[src/rtl/rxf_pkg.sv]
package rxf_pkg;

   // Accept controls captured at frame start
   typedef struct packed {
      logic bcast_en;
      logic mcast_en;
      logic allphys_en;
   } rxf_mode_t;

   // One octet of CRC-32, bits consumed LSB first, MSB-first register form
   function automatic logic [31:0] crc_octet(input logic [31:0] c,
                                             input logic [7:0]  d,
                                             input logic [31:0] poly);
      logic [31:0] r;
      r = c;
      for (int b = 0; b < 8; b++) begin
         r = {r[30:0], 1'b0} ^ (((r[31] ^ d[b]) == 1'b1) ? poly : 32'h0);
      end
      return r;
   endfunction

endpackage

[src/rtl/rxf_addr_cap.sv]
module rxf_addr_cap #(
   parameter int N_OCT = 6,
   parameter int POS_W = 3
) (
   input  logic               clk,
   input  logic               rst_n,
   input  logic               wr,
   input  logic [POS_W-1:0]   pos,
   input  logic [7:0]         data,
   output logic [8*N_OCT-1:0] addr_full
);

   for (genvar k = 0; k < N_OCT; k++) begin : g_oct
      logic [7:0] oct_q;
      logic       hit;

      assign hit = wr && (pos == POS_W'(k));

      always_ff @(posedge clk or negedge rst_n) begin
         if (!rst_n)   oct_q <= '0;
         else if (hit) oct_q <= data;
      end

      // Current octet bypasses its register so the last one is usable at once
      assign addr_full[8*k +: 8] = hit ? data : oct_q;
   end

endmodule

[src/rtl/rxf_hash.sv]
module rxf_hash #(
   parameter int          HASH_BITS = 6,
   parameter logic [31:0] CRC_POLY  = 32'h04C11DB7
) (
   input  logic                 clk,
   input  logic                 rst_n,
   input  logic                 wr,
   input  logic                 restart,
   input  logic [7:0]           data,
   output logic [HASH_BITS-1:0] idx
);
   import rxf_pkg::*;

   logic [31:0] crc_q;
   logic [31:0] crc_nxt;

   assign crc_nxt = crc_octet(restart ? 32'hFFFF_FFFF : crc_q, data, CRC_POLY);
   assign idx     = crc_nxt[31 -: HASH_BITS];

   always_ff @(posedge clk or negedge rst_n) begin
      if (!rst_n)   crc_q <= 32'hFFFF_FFFF;
      else if (wr)  crc_q <= crc_nxt;
   end

endmodule

[src/rtl/rxf_decide.sv]
module rxf_decide #(
   parameter int ADDR_W    = 48,
   parameter int HASH_BITS = 6,
   localparam int TBL_W    = 1 << HASH_BITS
) (
   input  logic [ADDR_W-1:0]    addr,
   input  logic [ADDR_W-1:0]    station,
   input  logic [TBL_W-1:0]     table_bits,
   input  logic [HASH_BITS-1:0] idx,
   input  rxf_pkg::rxf_mode_t   mode,
   output logic                 accept
);

   logic is_bcast;
   logic is_group;

   assign is_bcast = &addr;
   assign is_group = addr[0];

   always_comb begin
      if (is_bcast)      accept = mode.bcast_en;
      else if (is_group) accept = mode.mcast_en & table_bits[idx];
      else               accept = mode.allphys_en | (addr == station);
   end

endmodule

[src/rtl/rx_dest_filter.sv]
module rx_dest_filter #(
   parameter int          ADDR_BYTES = 6,
   parameter int          HASH_BITS  = 6,
   parameter logic [31:0] CRC_POLY   = 32'h04C11DB7,
   localparam int         ADDR_W     = 8 * ADDR_BYTES,
   localparam int         TBL_W      = 1 << HASH_BITS
) (
   input  logic              clk,
   input  logic              rst_n,
   input  logic              byte_vld,
   input  logic              frm_first,
   input  logic [7:0]        byte_data,
   input  logic              rx_on,
   input  logic              acc_bcast,
   input  logic              acc_mcast,
   input  logic              acc_allphys,
   input  logic [ADDR_W-1:0] station_addr,
   input  logic [TBL_W-1:0]  hash_table,
   output logic              verdict_vld,
   output logic              verdict_accept
);
   import rxf_pkg::*;

   localparam int POS_W = $clog2(ADDR_BYTES + 1);

   if (ADDR_BYTES < 2) begin : g_bad_bytes
      $error("rx_dest_filter: ADDR_BYTES must be at least 2");
   end
   if (HASH_BITS < 1 || HASH_BITS > 12) begin : g_bad_hash
      $error("rx_dest_filter: HASH_BITS must be 1..12");
   end

   logic              busy_q;
   logic [POS_W-1:0]  cnt_q;
   rxf_mode_t         cfg_flags_q;
   logic [ADDR_W-1:0] station_q;
   logic [TBL_W-1:0]  table_q;

   logic             start;
   logic             abort;
   logic             take;
   logic             last;
   logic [POS_W-1:0] pos;

   assign start = byte_vld & frm_first & rx_on;
   assign abort = byte_vld & frm_first & ~rx_on;
   assign take  = start | (byte_vld & ~frm_first & busy_q);
   assign pos   = start ? '0 : cnt_q;
   assign last  = take & ~start & (cnt_q == POS_W'(ADDR_BYTES - 1));

   // Frame tracking: a frame opens on an enabled start octet and closes on its last address octet
   always_ff @(posedge clk or negedge rst_n) begin
      if (!rst_n) begin
         busy_q <= 1'b0;
         cnt_q  <= '0;
      end else if (start) begin
         busy_q <= 1'b1;
         cnt_q  <= POS_W'(1);
      end else if (abort || last) begin
         busy_q <= 1'b0;
         cnt_q  <= '0;
      end else if (take) begin
         cnt_q  <= cnt_q + POS_W'(1);
      end
   end

   // Settings snapshot taken on the start octet
   always_ff @(posedge clk or negedge rst_n) begin
      if (!rst_n) begin
         cfg_flags_q <= '{bcast_en: 1'b1, mcast_en: 1'b1, allphys_en: 1'b0};
         station_q   <= '0;
         table_q     <= '0;
      end else if (start) begin
         cfg_flags_q <= '{bcast_en: acc_bcast, mcast_en: acc_mcast, allphys_en: acc_allphys};
         station_q   <= station_addr;
         table_q     <= hash_table;
      end
   end

   // The start octet itself is judged with the live inputs, later ones with the snapshot
   rxf_mode_t         mode_use;
   logic [ADDR_W-1:0] station_use;
   logic [TBL_W-1:0]  table_use;

   assign mode_use    = start ? '{bcast_en: acc_bcast, mcast_en: acc_mcast, allphys_en: acc_allphys}
                              : cfg_flags_q;
   assign station_use = start ? station_addr : station_q;
   assign table_use   = start ? hash_table   : table_q;

   logic [ADDR_W-1:0]    addr_full;
   logic [HASH_BITS-1:0] idx;
   logic                 accept_now;

   rxf_addr_cap #(.N_OCT(ADDR_BYTES), .POS_W(POS_W)) u_cap (
      .clk       (clk),
      .rst_n     (rst_n),
      .wr        (take),
      .pos       (pos),
      .data      (byte_data),
      .addr_full (addr_full)
   );

   rxf_hash #(.HASH_BITS(HASH_BITS), .CRC_POLY(CRC_POLY)) u_hash (
      .clk     (clk),
      .rst_n   (rst_n),
      .wr      (take),
      .restart (start),
      .data    (byte_data),
      .idx     (idx)
   );

   rxf_decide #(.ADDR_W(ADDR_W), .HASH_BITS(HASH_BITS)) u_decide (
      .addr       (addr_full),
      .station    (station_use),
      .table_bits (table_use),
      .idx        (idx),
      .mode       (mode_use),
      .accept     (accept_now)
   );

   always_ff @(posedge clk or negedge rst_n) begin
      if (!rst_n) begin
         verdict_vld    <= 1'b0;
         verdict_accept <= 1'b0;
      end else begin
         verdict_vld    <= last;
         verdict_accept <= last & accept_now;
      end
   end

endmodule

[config.mk]
export PLATFORM = sky130hd
export DESIGN_NAME = rx_dest_filter
export DESIGN_NICKNAME = d
export VERILOG_FILES = /design/src/rtl/rxf_pkg.sv /design/src/rtl/rxf_addr_cap.sv /design/src/rtl/rxf_hash.sv /design/src/rtl/rxf_decide.sv /design/src/rtl/rx_dest_filter.sv
export SDC_FILE = /design/constraint.sdc
export NUM_CORES = 1
export LEC_CHECK = 0
export BUFFER_PORTS_ARGS = -buffer_cell sky130_fd_sc_hd__buf_4
export CORE_ASPECT_RATIO = 1.4
export CORE_UTILIZATION = 60
export CTS_CLUSTER_DIAMETER = 150
export DETAILED_ROUTE_END_ITERATION = 16
export PLACE_DENSITY = 0.83
export SLEW_MARGIN = 20
export SYNTH_ARGS = -nofsm -noshare
export SYNTH_HDL_FRONTEND = slang
export SYNTH_SLANG_ARGS = --single-unit
[constraint.sdc]
create_clock -name clk -period 7.7 [get_ports clk]
set_clock_uncertainty 0.15 [all_clocks]
set_input_delay 1.155 -clock clk [delete_from_list [all_inputs] [get_ports clk]]
set_output_delay 1.155 -clock clk [all_outputs]
set_load 0.005 [all_outputs]
After elaboration in Yosys (flattened, before gate mapping)
Cells that the tools add are included.

Add/subtract/negate cells: 1. Order comparisons: 1. Equal/unequal tests: 7. Muxes and demuxes: 28. Bitwise operators: 30. Reductions and logical operators: 11.

Operators with widths (count): 2-to-1 mux 27 bit (8); bitwise XOR 32 bit (6); 2-to-1 mux 64 bit (1); bitwise XOR 32 x 27 -> 32 bit (2); == test 48 bit (1); 2-to-1 mux 48 bit (1); 2-to-1 mux 8 bit (6); AND reduction 48 bit (1); 2-to-1 mux 32 bit (1); 2-to-1 mux 3 bit (5); bitwise AND 1 bit (9); == test 3 bit, second input constant (3); bitwise XOR 1 bit (8); < comparator 6 x 7 -> 1 bit, second input constant (1); binary-select mux 1 bit (select 6 bit) (1); == test 3 x 2 -> 1 bit, second input constant (2); logical AND 1 bit (6); 2-to-1 mux 1 bit (5); adder 3 x 1 -> 3 bit, second input constant (1); == test 3 x 1 -> 1 bit, second input constant (1); logical NOT 3 bit (1); NOT 1 bit (3); nonzero test 3 bit (1); OR 1 bit (2); 2 further kinds (2).

Bits in registers: 201. Input port bits: 128. Output and inout bits: 2. Word-level logic and storage cells: 94.

Logic depth before layout (Yosys ltp)
Gate-level depths: netlist (run 1).

Word-level depth: 33. Gate-level depth with buffers: 14. Depth with buffers taken out: 10.

Hierarchy
A second synthesis (run 1) with hierarchy kept.

Cell total of the unflattened synthesis: 985. Area total of the unflattened synthesis: 10148.5 µm².

By module, submodules not included: rx_dest_filter (times used 1, cells an instance 518, area an instance 4631.9 µm², seq. area each 3030.4 µm²); rxf_hash (times used 1, cells an instance 219, area an instance 2407.3 µm², seq. area each 840.8 µm²); rxf_addr_cap (times used 1, cells an instance 106, area an instance 1833.0 µm², seq. area each 1201.2 µm²); rxf_decide (times used 1, cells an instance 142, area an instance 1276.2 µm², seq. area each 0.0 µm²).

Worst setup path after synthesis (run 1)
No wires, ideal clock.

Path kind: in2reg. From: in byte_vld. To: reg verdict_accept. Data arrival time: 3.611 ns. Data required time: 7.477 ns. Slack: 3.866 ns. Stages: 12. Buffers on the path: 2. Path through: buf_2 -> nor3b_1 -> and3_1 -> clkbuf_1 -> mux2_2 -> xor2_1 -> nor4_1 -> nand2_1 -> nor4_2 -> nand4_1 -> o211a_1 -> a21oi_2.

RTL lines: start, declared (line rx_dest_filter.sv:10) `input logic byte_vld,`; bitwise AND 1 bit (2 in series) (line rx_dest_filter.sv:45) `assign start = byte_vld & frm_first & rx_on;`; 2-to-1 mux 3 bit (line rx_dest_filter.sv:48) `assign pos = start ? '0 : cnt_q;`; == test 3 bit (line rxf_addr_cap.sv:17) `assign hit = wr && (pos == POS_W'(k));`; logical AND 1 bit * (line rxf_addr_cap.sv:17); 2-to-1 mux 8 bit *; via addr_full[36] (line rx_dest_filter.sv:90) `logic [ADDR_W-1:0] addr_full;`; == test 48 bit (line rxf_decide.sv:23) `else accept = mode.allphys_en | (addr == station);`; OR 1 bit (line rxf_decide.sv:23); 2-to-1 mux 1 bit (line rxf_decide.sv:22) `else if (is_group) accept = mode.mcast_en & table_bits[idx];`; 2-to-1 mux 1 bit * (line rxf_decide.sv:21) `if (is_bcast) accept = mode.bcast_en;`; bitwise AND 1 bit * (line rx_dest_filter.sv:127) `verdict_accept <= last & accept_now;`; end signal, assigned (line rx_dest_filter.sv:127); end, declared (line rx_dest_filter.sv:20) `output logic verdict_accept`.

Mark *: on every way through the listed nets, which the timed path passes. The rest lies on a longest branch. The select of a mux whose other input is x is not followed. A chain may end at the register's enable or synchronous reset.

Worst setup path in the final report (run 1)
From: in byte_vld. To: reg verdict_accept.

Word-level cells in the longest chain between the ends: 21.

Ends and longest elaborated chain: bitwise AND 1 bit (2 in series) (line rx_dest_filter.sv:45); 2-to-1 mux 32 bit (line rxf_hash.sv:17) `assign crc_nxt = crc_octet(restart ? 32'hFFFF_FFFF : crc_q, data, CRC_POLY);`; bitwise XOR 32 bit or bitwise XOR 1 bit (tied branches) (line rxf_pkg.sv:17) `r = {r[30:0], 1'b0} ^ (((r[31] ^ d[b]) == 1'b1) ? poly : 32'h0);`; bitwise XOR 1 bit or 2-to-1 mux 27 bit (tied branches) (line rxf_pkg.sv:17); 2-to-1 mux 27 bit or bitwise XOR 32 bit (tied branches) (line rxf_pkg.sv:17); bitwise XOR 32 bit (5 in series) (line rxf_pkg.sv:17); bitwise XOR 32 x 27 -> 32 bit or bitwise XOR 1 bit (tied branches) (line rxf_pkg.sv:17); bitwise XOR 1 bit or 2-to-1 mux 27 bit (tied branches) (line rxf_pkg.sv:17); 2-to-1 mux 27 bit or bitwise XOR 32 x 27 -> 32 bit (tied branches) (line rxf_pkg.sv:17); bitwise XOR 32 x 27 -> 32 bit (line rxf_pkg.sv:17); binary-select mux 1 bit (select 6 bit) (line rxf_decide.sv:22); 2-to-1 mux 1 bit (implied by the code) (line rxf_decide.sv:22); bitwise AND 1 bit (line rxf_decide.sv:22); 2-to-1 mux 1 bit (line rxf_decide.sv:22); 2-to-1 mux 1 bit (line rxf_decide.sv:21); bitwise AND 1 bit * (line rx_dest_filter.sv:127).

Every way passes the cells marked *; elsewhere a longest branch is shown, timed or not. The select of a mux whose other input is x is not followed.

==> qor.csv, run 1 <==
stage,metric,value,unit
global_routing,initial antenna violation count,0,
die,die area,17500,sq um
yosys,Synth Area in Compound Gates,0.0593,
detailed_routing,Vias/cell,5.68,
yosys,adder-cell share of the synthesized area,0.00246,
worst_setup_path,crit-path most repeated cell,nand2_1,
placement,input/output buffers,129,
clock_tree,H-tree levels,1,
yosys,"area leader, netlist",dfrtp_1,
clock_tree,CTS tree,yes,
power_and_ir_drop,LEAKAGE,5.89,nW
die,Starting Density,0.611,
timing,fmax,0.226,GHz
yosys,area share of the largest cell type after synthesis,0.410,
timing,pins over their slew limit,0,
die,core area,16700,sq um
power_and_ir_drop,switching portion of total power,0.389,
finish,layout cells sized above 1,0.215,
finish,Area growth syn-to-layout,17.2,%
placement,Detailed Place HPWL,17400,um
worst_setup_path,Crit path max-delay family,simple AND/OR/NAND/NOR gates,
timing,Worst slew margin,0.264,
yosys,Commonest cells post-synth,"405 x nand2_1, 167 x dfrtp_1, 69 x xnor2_1",
yosys,Yosys warning total,0,
yosys,"Top FF cell, synth",dfrtp_1,
timing,"Setup violations, final",0,
clock_tree,Clock Latency Late Sink,0.50,ns
global_routing,first-pass GRT wire length,40500,um
timing,Hold Slack,0.318,ns
yosys,Synth Area in XOR/XNOR,0.125,
yosys,#FFs+latches synth,201,
timing,crit share post-route,0.574,
yosys,post-synthesis mux area share,0.0774,
worst_hold_path,worst hold path type,reg -> reg,
detailed_routing,drt pass-1 iters,11,
die,Die Y,156,um
outcome,failing checks,DRC,
die,I/O pin cnt,130,
yosys,ys async rst share,1.00,
power_and_ir_drop,Final Power,5.00,mW
worst_setup_path,crit-path cells,"buf_4, and3_4, o21ai_0, nand2_1, mux4_2, nand2_1, and4b_1, a31oi_1, o211ai_1, a21oi_2",
worst_setup_path,startpoint types,input pin,
placement,Post-DP Area,11200,sq um
global_routing,largest net degree at the start of global routing,131,
worst_setup_path,r2r setup slk,3.80,ns
timing,Fin Setup TNS,0,ns
yosys,post-synthesis sequential area ratio,0.498,
timing,Slew @ Worst Pin,1.10,ns
flow_run,max-cap viol count,0,
die,Die X,112,um
detailed_routing,final wirelength,25300,um
placement,GPL Wtd Cong,0.848,
power_and_ir_drop,Clk network pwr share,0.207,
clock_tree,CTS resizes,0,
clock_tree,clock tree buffer depth,3,
clock_tree,hold buffers post-CTS,0,
worst_setup_path,Crit path buffers/inverters,1,
clock_tree,CTS root buffer,clkbuf_16,
global_routing,GRT overflow,0,
yosys,area of the mapped netlist,10200,sq um
worst_setup_path,"Req. time, crit path",7.92,ns
power_and_ir_drop,Reg power frac,0.306,
worst_setup_path,critical path's largest stage delay,0.84,ns
finish,Nets,1323,
detailed_routing,Detailed Route Iter0 Violations,673,
finish,final instance area,11900,sq um
global_routing,GRT Total Usage,0.296,
worst_setup_path,WP data arrival,4.64,ns
yosys,top area cells in the synthesized netlist,"dfrtp_1 41%, nand2_1 15%, dfstp_2 8.8%, xnor2_1 5.9%, xor2_1 5.2%",
yosys,largest family of logic cells by synthesized area,simple AND/OR/NAND/NOR gates,
timing,RSZ-0062 raised after global routing,no,
power_and_ir_drop,Sw Pwr,1.94,mW
outcome,status,"finished, violations left",
detailed_routing,post-route ant nets,0,
yosys,Mapped Cells,1096,
timing,post-layout minimum cycle time,4.42,ns
yosys,top-count cell post-synth,nand2_1,
finish,final core occ,0.716,
yosys,Netlist cell types,59,
worst_setup_path,critical path type,in -> reg,
die,Rows,56,
detailed_routing,routed vias,8009,
power_and_ir_drop,PD cells,419,nW/um^2
timing,final hold violations,0,
yosys,post-synthesis simple-gate area fraction,0.208,
clock_tree,clock transition at the registers of the reported paths,0.06,ns
clock_tree,buffer count from post-CTS setup fixing,0,
clock_tree,TritonCTS Buffers,21,
power_and_ir_drop,Cell Int Power,3.06,mW
power_and_ir_drop,VDD IR max,256,uV
detailed_routing,drc violations,9,
global_routing,vias in the first global route,8083,
clock_tree,clock sink total,201,
yosys,"EDFF count, synth",0,
yosys,syn_nets,1226,
finish,number of diodes,0,
worst_setup_path,Crit-path slowest cell,nand2_1,
worst_setup_path,Worst setup EP type,register,
power_and_ir_drop,Comb pwr share,0.487,
worst_setup_path,"Max FO, Critical Path",82,
yosys,Syn Area/Cell,9.29,sq um
detailed_routing,wire length per cell,18.0,um
==> sequential cells by signal, indices dropped and copies added (netlist names) <==
| name | cells |
|---|---|
| u_hash.crc_q | 32 |
| cnt_q | 3 |
| cfg_flags_q | 3 |
| u_cap.g_oct.oct_q | 48 |
| verdict_accept | 1 |
| table_q | 64 |
| verdict_vld | 1 |
| station_q | 48 |
| busy_q | 1 |
==> power groups by stage <==
stage	logic [mW]	registers (mW)	clock network, mW
global placement	2.31	1.53	0
CTS	2.41	1.53	1.05
detailed placement	2.37	1.54	0
floorplan	1.92	1.48	0
finish	2.43	1.53	1.04
global route	2.64	1.56	1.09
==> layout by cell type (no fill, tap or decap), drive strengths merged, types with 4 or more instances in the layout <==
master,instances
dfstp,34
xnor2,74
nand3,9
or3,6
a31oi,8
o211ai,13
buf,134
nand4,15
inv,13
nor4,11
xor2,61
clkbuf,27
nand2,405
and3,4
mux2i,27
a21oi,10
nor3,8
mux2,43
dfrtp,167
o21ai,43
nor2,46
==> worst register-to-register path, cell delays in order, from the launching register on <==
cell	delay, ns
dfstp_2	0.56
xnor3_1	0.47
xnor2_1	0.17
o21ai_0	0.24
nand2_1	0.67
mux4_2	0.75
nand2_1	0.08
and4b_1	0.19
a31oi_1	0.04
o211ai_1	0.37
a21oi_2	0.09
==> per-stage QoR <==
step,cells,setup slack [ns]
final,1410,3.28
after CTS,1410,3.35
after detailed placement,1373,2.83
after global placement,1373,2.91
after floorplan,1096,3.87
after global routing,1410,3.05
==> cell type report <==
type,count,area [sq um]
Inverter,12,45.0
Fill cell,1253,4740
Clock inverter,10,136
Multi-Input combinational cell,823,4850
Timing Repair Buffer,134,1010
Clock buffer,27,568
Sequential cell,201,5070
Tap cell,203,254
==> layer usage <==
layer / GRT usage / vias up / wire, um
li1: - / 3772 / -
met1: 0.387 / 3846 / 10200
met2: 0.484 / 300 / 12500
met3: 0.0447 / 91 / 1540
met4: 0.147 / 0 / 1120
met5: 0 / - / 0
==> cell families (layout without fill, tap and decap cells) <==
logic type	Yosys count	count (layout)
AND/OR/NAND/NOR	518	518
flip-flops	201	201
XOR/XNOR	137	137
AO/OA/AOI/OAI	95	95
buffers and inverters	72	183
multiplexers	71	71
adder cells (fa/ha/maj)	2	2
==> worst paths after layout <==
kind / start / endpoint / depth (start not counted)
setup reg to reg: u_hash.crc_q[30] / verdict_accept / 10
hold reg to reg: table_q[32] / table_q[32] / 2
max in group asynchronous: rst_n / table_q[12] / 2
setup / recovery: byte_vld / verdict_accept / 10
min in group asynchronous: rst_n / station_q[31] / 1
hold / removal: table_q[32] / table_q[32] / 2
(Power assumes the default switching activity.)
==> run 2, diff against run 1 <==
--- a/config.mk
+++ b/config.mk
@@ -7,10 +7,10 @@
 export LEC_CHECK = 0
 export BUFFER_PORTS_ARGS = -buffer_cell sky130_fd_sc_hd__buf_4
 export CORE_ASPECT_RATIO = 1.4
-export CORE_UTILIZATION = 60
+export CORE_UTILIZATION = 58
 export CTS_CLUSTER_DIAMETER = 150
 export DETAILED_ROUTE_END_ITERATION = 16
-export PLACE_DENSITY = 0.83
+export PLACE_DENSITY = 0.81
 export SLEW_MARGIN = 20
 export SYNTH_ARGS = -nofsm -noshare
 export SYNTH_HDL_FRONTEND = slang
==> constraint.sdc (replaced) <==
create_clock -name clk -period 4.6 [get_ports clk]
set_clock_uncertainty 0.15 [all_clocks]
set_input_delay 0.69 -clock clk [delete_from_list [all_inputs] [get_ports clk]]
set_output_delay 0.69 -clock clk [all_outputs]
set_load 0.005 [all_outputs]
==> run 2 against run 1 <==
Effect of this change:
- the flow now finishes without violations
- register-to-register slack got worse by 2.9 ns
- die area rose by 3.4%
- setup slack got worse by 2.4 ns
- sequential cell count did not move
- cell count rose by 2.8%
- sequential power rose by 69%
- combinational power rose by 70%
- clock power rose by 66%
- critical endpoint unchanged
- largest cell class unchanged
- largest power group unchanged
==> qor.csv, run 2 (same netlist as run 1, synthesis figures left out) <==
stage,metric,value,unit,change
timing,post-layout minimum cycle time,3.70,ns,
worst_setup_path,"Req. time, crit path",4.86,ns,was 7.92 ns
placement,GPL Wtd Cong,0.899,,was 0.848
placement,Detailed Place HPWL,17700,um,was 17400 um
clock_tree,CTS tree,yes,,unchanged
timing,Hold Slack,0.0956,ns,was 0.318 ns
timing,pins over their slew limit,0,,unchanged
power_and_ir_drop,Clk network pwr share,0.204,,was 0.207
detailed_routing,Vias/cell,5.55,,was 5.68
worst_setup_path,WP data arrival,3.96,ns,was 4.64 ns
power_and_ir_drop,Reg power frac,0.305,,was 0.306
clock_tree,CTS root buffer,clkbuf_16,,unchanged
finish,number of diodes,0,,unchanged
detailed_routing,final wirelength,25400,um,was 25300 um
power_and_ir_drop,Final Power,8.45,mW,was 5.00 mW
power_and_ir_drop,Comb pwr share,0.490,,was 0.487
power_and_ir_drop,VDD IR max,364,uV,was 256 uV
global_routing,first-pass GRT wire length,41400,um,was 40500 um
detailed_routing,Detailed Route Iter0 Violations,641,,was 673
power_and_ir_drop,switching portion of total power,0.387,,was 0.389
global_routing,vias in the first global route,8299,,was 8083
die,Die X,114,um,was 112 um
timing,"Setup violations, final",0,,unchanged
die,die area,18100,sq um,was 17500 sq um
die,Rows,57,,was 56
power_and_ir_drop,Sw Pwr,3.27,mW,was 1.94 mW
clock_tree,CTS resizes,0,,unchanged
finish,Nets,1331,,was 1323
timing,Worst slew margin,0.309,,was 0.264
timing,fmax,0.270,GHz,
worst_setup_path,Worst setup EP type,register,,unchanged
power_and_ir_drop,LEAKAGE,5.95,nW,was 5.89 nW
detailed_routing,drc violations,0,,was 9
worst_setup_path,startpoint types,register,,was input pin
timing,Slew @ Worst Pin,1.03,ns,was 1.10 ns
global_routing,GRT Total Usage,0.291,,was 0.296
global_routing,largest net degree at the start of global routing,120,,was 131
placement,input/output buffers,129,,unchanged
finish,"commonest non-fill, non-tap cell in the layout",nand2_1,,unchanged
clock_tree,H-tree levels,1,,unchanged
worst_hold_path,worst hold path type,in -> async,,was reg -> reg
clock_tree,hold buffers post-CTS,0,,unchanged
timing,crit share post-route,0.804,,
clock_tree,Clock Latency Late Sink,0.49,ns,was 0.50 ns
detailed_routing,drt pass-1 iters,7,,was 11
flow_run,max-cap viol count,0,,unchanged
outcome,status,"finished, final reports clean",,"was finished, violations left"
detailed_routing,wire length per cell,17.5,um,was 18.0 um
finish,Largest register FFs,64,,unchanged
die,Die Y,159,um,was 156 um
clock_tree,clock transition at the registers of the reported paths,0.06,ns,about the same
clock_tree,clock sink total,201,,unchanged
timing,Fin Setup TNS,0,ns,unchanged
detailed_routing,routed vias,8035,,was 8009
finish,"commonest cells after routing, fill and taps aside","405 x nand2_1, 167 x dfrtp_1, 140 x buf_4",,"was 405 x nand2_1, 167 x dfrtp_1, 133 x buf_4"
finish,Largest Register,table_q,,unchanged
clock_tree,TritonCTS Buffers,21,,unchanged
timing,fin worst setup slack,0.902,ns,was 3.28 ns
clock_tree,clock tree buffer depth,3,,unchanged
die,I/O pin cnt,130,,unchanged
global_routing,initial antenna violation count,0,,unchanged
die,Starting Density,0.590,,was 0.611
placement,pre-CTS setup slack,0.635,ns,was 2.83 ns
clock_tree,buffer count from post-CTS setup fixing,0,,unchanged
finish,Area growth syn-to-layout,18.4,%,was 17.2%
worst_setup_path,critical path type,reg -> reg,,was in -> reg
worst_setup_path,R2R cell count,10,,unchanged
timing,final hold violations,0,,unchanged
finish,layout cells sized above 1,0.223,,was 0.215
timing,RSZ-0062 raised after global routing,no,,unchanged
worst_setup_path,"Max FO, Critical Path",12,,was 82
power_and_ir_drop,Cell Int Power,5.18,mW,was 3.06 mW
power_and_ir_drop,PD cells,701,nW/um^2,was 419 nW/um^2
detailed_routing,post-route ant nets,0,,unchanged
global_routing,GRT overflow,0,,unchanged
finish,Regs by FF count,"table_q: 64 flops, station_q: 48 flops, u_cap.g_oct.oct_q: 48 flops",,unchanged
die,core area,17300,sq um,was 16700 sq um
run 2: stage by stage:
stage          instance area (sq um)  instances  utilization
6_report                       12100       1449        0.698
5_1_grt                        12100       1449        0.698
4_1_cts                        12000       1449        0.698
3_5_place_dp                   11300       1414        0.657
3_3_place_gp                   11300       1414        0.657
2_1_floorplan                  10200       1096            -
run 2: path summary, 6_finish.rpt:
kind | startpoint | to | slack [ns]
worst max-delay path | busy_q | verdict_accept | 0.90
worst min register to register | table_q[1] | table_q[1] | 0.32
min in group clk | hash_table[37] | table_q[37] | 0.26
worst max register to register | busy_q | verdict_accept | 0.90
worst min-delay path | rst_n | busy_q | 0.1
max in group asynchronous | rst_n | table_q[26] | 3.12
run 2: power by group through the flow:
stage | combinational, mW | clock (mW) | sequential (mW)
6_report | 4.14 | 1.73 | 2.58
5_1_grt | 4.53 | 1.82 | 2.63
4_1_cts | 4.11 | 1.74 | 2.57
3_5_place_dp | 4.07 | 0 | 2.59
3_3_place_gp | 3.97 | 0 | 2.57
2_1_floorplan | 3.22 | 0 | 2.48
run 2: layout make-up:
class                           count  area (sq um)
Sequential cell                   201          5070
Clock inverter                     10           128
Tap cell                          236           295
Inverter                           12          45.0
Fill cell                        1323          5210
Multi-Input combinational cell    823          4860
Timing Repair Buffer              142          1080
Clock buffer                       25           571
run 2: routing by layer:
metal	routed length, um	vias to the layer above	track usage
li1	-	3787	-
met2	12800	268	0.486
met5	0	-	0
met1	10400	3910	0.377
met4	945	0	0.120
met3	1330	70	0.0424
run 2: worst max-delay path, cell delays in order, from the launching register on:
cell and delay [ns]:
dfrtp_1 0.53, nor2b_1 0.28, and3_1 0.51, mux2_2 0.42, xor2_1 0.16, a2111oi_0 0.48
nand2_1 0.15, nor4_2 0.41, nand4_1 0.14, o211a_1 0.27, a21oi_2 0.12
